### src/rtl/irrf_pkg.sv
package irrf_pkg;

    // Bus offsets of the two directly addressed locations
    localparam logic [7:0]  OFF_SELECT   = 8'h00;
    localparam logic [7:0]  OFF_WINDOW   = 8'h10;

    // Select values reaching the fixed registers
    localparam logic [31:0] SEL_ID       = 32'h0;
    localparam logic [31:0] SEL_VER      = 32'h1;
    localparam logic [31:0] SEL_ARB      = 32'h2;
    localparam logic [31:0] SEL_TAB_BASE = 32'h10;

    typedef enum logic [2:0] {
        WK_NONE,
        WK_ID,
        WK_VER,
        WK_ARB,
        WK_TAB
    } win_kind_e;

    typedef struct packed {
        win_kind_e  kind;
        logic [7:0] idx;
        logic       hi;
    } win_dec_t;

    // Routing entry, MSB first
    typedef struct packed {
        logic [7:0]  dest;
        logic [38:0] rsvd;
        logic        mask;
        logic        trig;
        logic        rirr;
        logic        pol;
        logic        dstat;
        logic        dmode;
        logic [2:0]  dlv;
        logic [7:0]  vec;
    } route_entry_t;

    localparam logic [63:0] ENTRY_RST = 64'h0000_0000_0001_0000;
    localparam int          MASK_BIT  = 16;

    function automatic logic write_len_ok(input logic [3:0] len);
        return (len == 4'd4) || (len == 4'd8);
    endfunction

    function automatic logic [31:0] size_read(input logic [31:0] v, input logic [3:0] len);
        logic [31:0] r;
        case (len)
            4'd1:       r = {24'h0, v[7:0]};
            4'd2:       r = {16'h0, v[15:0]};
            4'd4, 4'd8: r = v;
            default:    r = 32'h0;
        endcase
        return r;
    endfunction

    function automatic win_dec_t decode_sel(input logic [31:0] sel, input int unsigned pins);
        win_dec_t    d;
        logic [31:0] t;
        d.kind = WK_NONE;
        d.idx  = 8'h0;
        d.hi   = sel[0];
        t      = (sel - SEL_TAB_BASE) >> 1;
        if (sel == SEL_ID)                           d.kind = WK_ID;
        else if (sel == SEL_VER)                     d.kind = WK_VER;
        else if (sel == SEL_ARB)                     d.kind = WK_ARB;
        else if (sel >= SEL_TAB_BASE && t < pins) begin
            d.kind = WK_TAB;
            d.idx  = t[7:0];
        end
        return d;
    endfunction

endpackage

### src/rtl/irrf_route_entry.sv
module irrf_route_entry
    import irrf_pkg::*;
(
    input  logic         clk,
    input  logic         rst,
    input  logic         wr_lo,
    input  logic         wr_hi,
    input  logic [31:0]  wdata,
    input  logic         rirr_set,
    output route_entry_t entry_o,
    output logic         rirr_clr_o,
    output logic         wr_pulse_o,
    output logic         mask_chg_o
);

    route_entry_t q;
    logic [63:0]  nxt;

    always_comb begin
        nxt = q;
        if (rirr_set)
            nxt[14] = 1'b1;
        if (wr_hi)
            nxt[63:32] = wdata;
        if (wr_lo) begin
            nxt[31:0] = wdata;
            nxt[14]   = 1'b0;
        end
    end

    always_ff @(posedge clk) begin
        if (rst) begin
            q          <= route_entry_t'(ENTRY_RST);
            rirr_clr_o <= 1'b0;
            wr_pulse_o <= 1'b0;
            mask_chg_o <= 1'b0;
        end else begin
            q          <= route_entry_t'(nxt);
            rirr_clr_o <= wr_lo;
            wr_pulse_o <= wr_lo | wr_hi;
            mask_chg_o <= wr_lo && (wdata[MASK_BIT] != q.mask);
        end
    end

    assign entry_o = q;

    // a low-half write leaves remote-IRR clear
    a_r5_lo_clears_rirr: assert property (@(posedge clk) disable iff (rst)
        wr_lo |=> !q.rirr);

    // a high-half write alone keeps remote-IRR
    a_r5_hi_keeps_rirr: assert property (@(posedge clk) disable iff (rst)
        (wr_hi && !wr_lo && !rirr_set) |=> (q.rirr == $past(q.rirr)));

    // reset leaves the entry masked
    a_r9_reset_masked: assert property (@(posedge clk)
        rst |=> q.mask);

    // an event only accompanies a real flip of the mask
    a_r10_event_flip: assert property (@(posedge clk) disable iff (rst)
        mask_chg_o |-> (q.mask != $past(q.mask)));

endmodule

### src/rtl/irrf_read_mux.sv
module irrf_read_mux
    import irrf_pkg::*;
#(
    parameter int         NUM_PINS     = 24,
    parameter logic [7:0] VERSION_CODE = 8'h11
) (
    input  logic [7:0]             off,
    input  logic [3:0]             len,
    input  logic [31:0]            sel,
    input  logic [3:0]             id,
    input  win_dec_t               dec,
    input  logic [NUM_PINS*64-1:0] table_i,
    output logic [31:0]            rdata_o
);

    localparam logic [7:0] LAST_PIN = 8'(NUM_PINS - 1);

    logic [31:0] win;
    logic [31:0] raw;

    always_comb begin
        win = 32'h0;
        case (dec.kind)
            WK_VER:        win = {8'h0, LAST_PIN, 8'h0, VERSION_CODE};
            WK_ID, WK_ARB: win = {4'h0, id, 24'h0};
            WK_TAB: begin
                for (int p = 0; p < NUM_PINS; p++) begin
                    if (dec.idx == 8'(p))
                        win = dec.hi ? table_i[p*64+32 +: 32] : table_i[p*64 +: 32];
                end
            end
            default:       win = 32'h0;
        endcase
    end

    always_comb begin
        if (off == OFF_SELECT)      raw = sel;
        else if (off == OFF_WINDOW) raw = win;
        else                        raw = 32'h0;
        rdata_o = size_read(raw, len);
    end

endmodule

### src/rtl/irrf_mask_event.sv
module irrf_mask_event #(
    parameter int NUM_PINS = 24,
    parameter int PIN_W    = 5
) (
    input  logic [NUM_PINS-1:0] chg_i,
    input  logic [NUM_PINS-1:0] mask_i,
    output logic                valid_o,
    output logic [PIN_W-1:0]    pin_o,
    output logic                mask_o
);

    always_comb begin
        valid_o = |chg_i;
        pin_o   = '0;
        mask_o  = 1'b0;
        for (int p = 0; p < NUM_PINS; p++) begin
            if (chg_i[p]) begin
                pin_o  = PIN_W'(p);
                mask_o = mask_i[p];
            end
        end
    end

endmodule

### src/rtl/intr_route_regfile.sv
module intr_route_regfile
    import irrf_pkg::*;
#(
    parameter int         NUM_PINS     = 24,
    parameter logic [7:0] VERSION_CODE = 8'h11,
    localparam int        PIN_W        = (NUM_PINS > 1) ? $clog2(NUM_PINS) : 1
) (
    input  logic                   clk,
    input  logic                   rst,
    input  logic                   req_valid,
    input  logic                   req_write,
    input  logic [7:0]             req_off,
    input  logic [3:0]             req_len,
    input  logic [31:0]            req_wdata,
    output logic                   rsp_valid,
    output logic [31:0]            rsp_rdata,
    input  logic [NUM_PINS-1:0]    rirr_set_i,
    output logic [NUM_PINS*64-1:0] route_table_o,
    output logic [NUM_PINS-1:0]    rirr_clr_o,
    output logic [NUM_PINS-1:0]    entry_wr_o,
    output logic                   mchg_valid_o,
    output logic [PIN_W-1:0]       mchg_pin_o,
    output logic                   mchg_mask_o
);

    logic [31:0]   sel_q;
    logic [3:0]    id_q;
    win_dec_t      dec;
    logic          wr_ok;
    logic          sel_wr;
    logic          win_wr;
    logic          tab_wr;
    logic [31:0]   rd_val;
    logic [NUM_PINS-1:0] wr_lo_v;
    logic [NUM_PINS-1:0] wr_hi_v;
    logic [NUM_PINS-1:0] chg_v;
    logic [NUM_PINS-1:0] mask_v;
    logic [NUM_PINS*64-1:0] table_w;

    assign dec    = decode_sel(sel_q, NUM_PINS);
    assign wr_ok  = req_valid && req_write && write_len_ok(req_len);
    assign sel_wr = wr_ok && (req_off == OFF_SELECT);
    assign win_wr = wr_ok && (req_off == OFF_WINDOW);
    assign tab_wr = win_wr && (dec.kind == WK_TAB);

    always_ff @(posedge clk) begin
        if (rst) begin
            sel_q     <= 32'h0;
            id_q      <= 4'h0;
            rsp_valid <= 1'b0;
            rsp_rdata <= 32'h0;
        end else begin
            if (sel_wr)
                sel_q <= req_wdata;
            if (win_wr && dec.kind == WK_ID)
                id_q <= req_wdata[27:24];
            rsp_valid <= req_valid && !req_write;
            if (req_valid && !req_write)
                rsp_rdata <= rd_val;
        end
    end

    for (genvar p = 0; p < NUM_PINS; p++) begin : g_entry
        route_entry_t ent;

        assign wr_lo_v[p] = tab_wr && (dec.idx == 8'(p)) && !dec.hi;
        assign wr_hi_v[p] = tab_wr && (dec.idx == 8'(p)) &&  dec.hi;

        irrf_route_entry u_entry (
            .clk        (clk),
            .rst        (rst),
            .wr_lo      (wr_lo_v[p]),
            .wr_hi      (wr_hi_v[p]),
            .wdata      (req_wdata),
            .rirr_set   (rirr_set_i[p]),
            .entry_o    (ent),
            .rirr_clr_o (rirr_clr_o[p]),
            .wr_pulse_o (entry_wr_o[p]),
            .mask_chg_o (chg_v[p])
        );

        assign table_w[p*64 +: 64] = ent;
        assign mask_v[p]           = ent.mask;
    end

    assign route_table_o = table_w;

    irrf_read_mux #(
        .NUM_PINS     (NUM_PINS),
        .VERSION_CODE (VERSION_CODE)
    ) u_rd (
        .off     (req_off),
        .len     (req_len),
        .sel     (sel_q),
        .id      (id_q),
        .dec     (dec),
        .table_i (table_w),
        .rdata_o (rd_val)
    );

    irrf_mask_event #(
        .NUM_PINS (NUM_PINS),
        .PIN_W    (PIN_W)
    ) u_evt (
        .chg_i   (chg_v),
        .mask_i  (mask_v),
        .valid_o (mchg_valid_o),
        .pin_o   (mchg_pin_o),
        .mask_o  (mchg_mask_o)
    );

    // at most one entry reports a mask change per cycle
    a_r10_single_event: assert property (@(posedge clk) disable iff (rst)
        $onehot0(chg_v));

    // a write of an unsupported length touches nothing
    a_r7_short_write_ignored: assert property (@(posedge clk) disable iff (rst)
        (req_valid && req_write && !(req_len == 4'd4 || req_len == 4'd8))
        |=> ($stable(sel_q) && $stable(id_q) && entry_wr_o == '0));

    // a response only follows a read request
    a_r8_rsp_after_read: assert property (@(posedge clk) disable iff (rst)
        rsp_valid |-> $past(req_valid && !req_write));

    // a remote-IRR clear always comes with an entry write pulse
    a_r11_clr_implies_wr: assert property (@(posedge clk) disable iff (rst)
        (rirr_clr_o & ~entry_wr_o) == '0);

endmodule

### config.mk
export PLATFORM = sky130hd
export DESIGN_NAME = intr_route_regfile
export DESIGN_NICKNAME = d
export VERILOG_FILES = /design/src/rtl/irrf_pkg.sv /design/src/rtl/irrf_route_entry.sv /design/src/rtl/irrf_read_mux.sv /design/src/rtl/irrf_mask_event.sv /design/src/rtl/intr_route_regfile.sv
export SDC_FILE = /design/constraint.sdc
export NUM_CORES = 2
export LEC_CHECK = 0
export CAP_MARGIN = 30
export CORE_AREA = 2 2 670 672
export DETAILED_ROUTE_END_ITERATION = 8
export DIE_AREA = 0 0 672 674
export DONT_BUFFER_PORTS = 1
export GPL_TIMING_DRIVEN = 0
export HOLD_SLACK_MARGIN = 0.08
export MAX_ROUTING_LAYER = met4
export PLACE_DENSITY = 0.33
export SLEW_MARGIN = 20
export SYNTH_ARGS = -nofsm -noshare
export SYNTH_HDL_FRONTEND = slang
export SYNTH_SLANG_ARGS = --single-unit
### constraint.sdc
create_clock -name clk -period 7.6 [get_ports clk]
set_input_delay 0.38 -clock clk [delete_from_list [all_inputs] [get_ports clk]]
set_output_delay 0.38 -clock clk [all_outputs]
set_load 0.01 [all_outputs]
==> summary.log <==
qor: synthesis.synth_fp_nets 8274
qor: synthesis.synthesis.yosys.warnings 0
qor: run_status.outcome finished, violations left
qor: setup_path.timing.critical_path.required 8.47 ns
qor: finish.final_nets 8924
qor: routing.routed_via_density 5.46
qor: clocking.number_of_clock_sinks 1677
qor: sta.timing.max_slew.rel_slack -3.78%
qor: synthesis.synth_enable_flop_cells 0
qor: run_status.failing_checks DRC, slew limit, setup timing
qor: synthesis.syn-cell-area 0.0720 mm²
qor: grt.initial_antenna_violation_count 164
qor: sta.timing_hold_violations_final 0
qor: floorplan.placeableCoreArea 0.447 mm²
qor: floorplan.start_util 16.1%
qor: floorplan.design.portCount 1696
qor: synthesis.synth-async-reset-ratio 0%
qor: clocking.cts.clk_slew.worst_paths 0.06 ns
qor: run.timing.max_cap.violations 0
qor: pwr.ir_drop 200 µV
qor: pwr.internal-power 15600 µW
qor: routing.route.detailed.wl_per_inst 59.7 µm
qor: pwr.combinationalPowerShare 5.8%
qor: floorplan.die_area 0.453 mm²
qor: synthesis.post-synth-top-area-fraction 46.6%
qor: pwr.clock_power_share 53.1%
qor: finish.post_layout_nonfiller_instances 15100
qor: routing.number_of_nets_with_antenna_violations_after_routing 0
qor: sta.finalSetupViolCount 7
qor: clocking.cts_htree_levels 4
qor: floorplan.fp.dieW 672 µm
qor: pwr.powerDensity 226 mW/mm²
qor: sta.worst_slew_pin_slew 1.56 ns
qor: finish.syn_to_final_growth 32.2%
qor: grt.globalRoute.totalOverflow 0
qor: pwr.power.switching_fraction 27.4%
qor: setup_path.cp.arrival 8.69 ns
qor: grt.grt_start_max_net_pins 17
qor: setup_path.critical_path.max_fanout 10
qor: routing.drt_iter0_drc 12500
qor: sta.min_period_over_period 103%
qor: placed_design.cell_count_after_placement 14500
qor: sta.timing_max_transition_violations_final 1
qor: routing.total_iterations_of_the_first_detailed_routing_run 9
qor: placed_design.port_buffers 0
qor: synthesis.ys_seq_elements 1677
qor: grt.first_global_vias 72400
qor: sta.rsz_0062_raised_after_global_routing false
qor: routing.drt_drc_violations_left 3
qor: finish.drive_above_1_share 16.4%
qor: clocking.cts_buffers 220
qor: min_path.holdPathStages 2
qor: setup_path.critPathLaunchType flop
qor: setup_path.timing.setup.critical_path_class flop to flop
qor: floorplan.die_height 674 µm
qor: routing.drt-total-wl 902000 µm
qor: synthesis.synth_area_per_cell 8.78 µm²
qor: clocking.buffer_cell_driving_the_clock_tree_root clkbuf_16
qor: pwr.power.net_switching 5890 µW
qor: sta.period_minus_slack 7.82 ns
qor: finish.post-route-util 21.3%
qor: grt.grt_first_pass_wirelength 1070000 µm
qor: pwr.seq_power_share 41.1%
qor: grt.global_route.usage.total 39.1%
qor: pwr.power_leakage 0.0313 µW
qor: routing.vias 82500
qor: sta.timing.fmax 128 MHz
qor: synthesis.ys_types 87
qor: clocking.clock_insertion_delay_worst_skew 1.03 ns
qor: synthesis.synth.yosys.seq_area_share 46.6%
qor: sta.worst_slack -0.217 ns
qor: clocking.clockBufferDepth 4
qor: clocking.tritoncts_clock_tree done
qor: synthesis.yosysTopAreaCell dfxtp_1
qor: sta.setup_tns -0.756 ns
qor: synthesis.synth_flop_cell dfxtp_1
qor: placed_design.place.gp.congestion 1.02
qor: setup_path.endpoint_kind flop
qor: sta.clock-skew-final 0.0934 ns
qor: synthesis.synth.area.top_cells dfxtp_1 47%, nand2_1 9.6%, a22o_1 8.8%
qor: placed_design.dp_hpwl 757000 µm
qor: setup_path.worst_r2r_path_depth 14
qor: min_path.worstHoldPathType primary input to flop
qor: synthesis.post_synth_inst_count 8201
qor: floorplan.num_rows 246
==> worst paths after layout <==
check                                                 endpoint    startpoint  slack, ns
worst max-delay path                             rsp_rdata[27]      sel_q[0]      -0.22
worst min-delay path            g_entry[21].u_entry.entry_o[6]  req_wdata[6]       0.12
worst max register to register                   rsp_rdata[27]      sel_q[0]      -0.22
worst min register to register                         id_q[1]       id_q[1]       0.51
==> cells in the final DEF (no fill, tap or decap), drive strengths merged, types with 42 or more instances in the layout <==
| master | n |
|---|---|
| a211oi | 49 |
| a21oi | 1016 |
| a22o | 723 |
| a22oi | 61 |
| buf | 612 |
| clkbuf | 913 |
| clkinv | 44 |
| dfxtp | 1677 |
| diode | 130 |
| dlygate4sd3 | 84 |
| mux2 | 108 |
| mux2i | 619 |
| nand2 | 1836 |
| nand3 | 61 |
| nand4 | 59 |
| nor2 | 239 |
| nor3 | 105 |
| nor4 | 42 |
| o21ai | 153 |
| o22ai | 128 |
==> worst max-delay path, cell delays in order, from the launching register on <==
cell,delay (ns)
dfxtp_1,0.30
buf_2,0.77
buf_2,0.85
buf_2,0.45
buf_2,0.61
buf_2,0.61
buf_16,0.24
clkbuf_4,0.33
buf_12,0.27
mux2i_1,0.75
o221ai_1,0.59
nor3_2,0.60
o221ai_1,0.57
nand4_1,0.44
a21oi_1,0.11
==> sequential cells by signal, summed over array words and instances (netlist names) <==
name                        flops
g_entry.u_entry.entry_o      1536
g_entry.u_entry.mask_chg_o     24
g_entry.u_entry.rirr_clr_o     24
g_entry.u_entry.wr_pulse_o     24
id_q                            4
rsp_rdata                      32
rsp_valid                       1
sel_q                          32
==> what timing repair did <==
action,4_1_cts,5_1_grt
pin swaps,0,1
buffers inserted,0,1
endpoints found under the hold margin,722,0
resized for setup,6,3
endpoints found under the setup margin,8,11
hold buffers,84,0
==> synthesized netlist by cell type, types with 30 or more instances <==
master and n:
nand2_1 1836, buf_1 60, o21a_1 31, nor2_1 214, a22o_1 723, nor3_1 87, o22ai_1 128, nor4_1 37
a211oi_1 49, mux2i_1 619, o221ai_1 31, buf_4 50, nand3_1 59, inv_1 34, clkbuf_1 583, dfxtp_1 1677
mux4_2 30, buf_2 163, a21oi_1 1016, nand4_1 59, a22oi_1 61, o21ai_0 141, mux2_2 108
==> metrics by stage <==
step	power, µW	setup WS (ns)	instance area, µm²	hold slack [ns]
2_1_floorplan	9260	3.76	72000	0.449
3_3_place_gp	9970	-7.73	79500	0.481
3_5_place_dp	10200	-0.271	86300	0.493
4_1_cts	21500	0.0145	94700	0.0800
5_1_grt	21800	0.0304	95000	0.110
6_report	21500	-0.217	95200	0.118
==> metal layers <==
| layer | up-vias | track usage, % | part of all wire [%] |
|---|---|---|---|
| met4 | 0 | 25.9 | 8.2 |
| li1 | 30800 | - | - |
| met5 | - | - | 0 |
| met1 | 43100 | 42.9 | 37 |
| met3 | 1770 | 14.9 | 11 |
| met2 | 6918 | 59.1 | 44 |
==> cell type report <==
cell class | instances | area, µm²
flip-flops and latches | 1677 | 33600
inverters | 36 | 135
repair buffers | 428 | 6970
clock buffers | 323 | 6420
diodes | 130 | 325
fillers | 48800 | 351000
plain buffers | 858 | 4110
multi-input cells | 5630 | 35100
well taps | 5952 | 7450
clock inverters | 74 | 1100
==> cell families after synthesis <==
group / Yosys count / synth area share, %
buf+inv: 894 / 5.22
fa+ha+maj: 1 / 0.0174
mux: 757 / 11.2
flops: 1677 / 46.6
xor+xnor: 29 / 0.353
simple gates: 2444 / 14.2
compound gates: 2399 / 22.4
==> power groups by stage <==
stage	registers, µW	clock network (µW)	logic, µW
floorplan	9000	0	253
global placement	9020	0	949
detailed placement	9020	0	1150
CTS	8820	11400	1210
global route	8820	11700	1200
finish	8820	11400	1250
No activity file was read; power rests on OpenSTA's default activity.
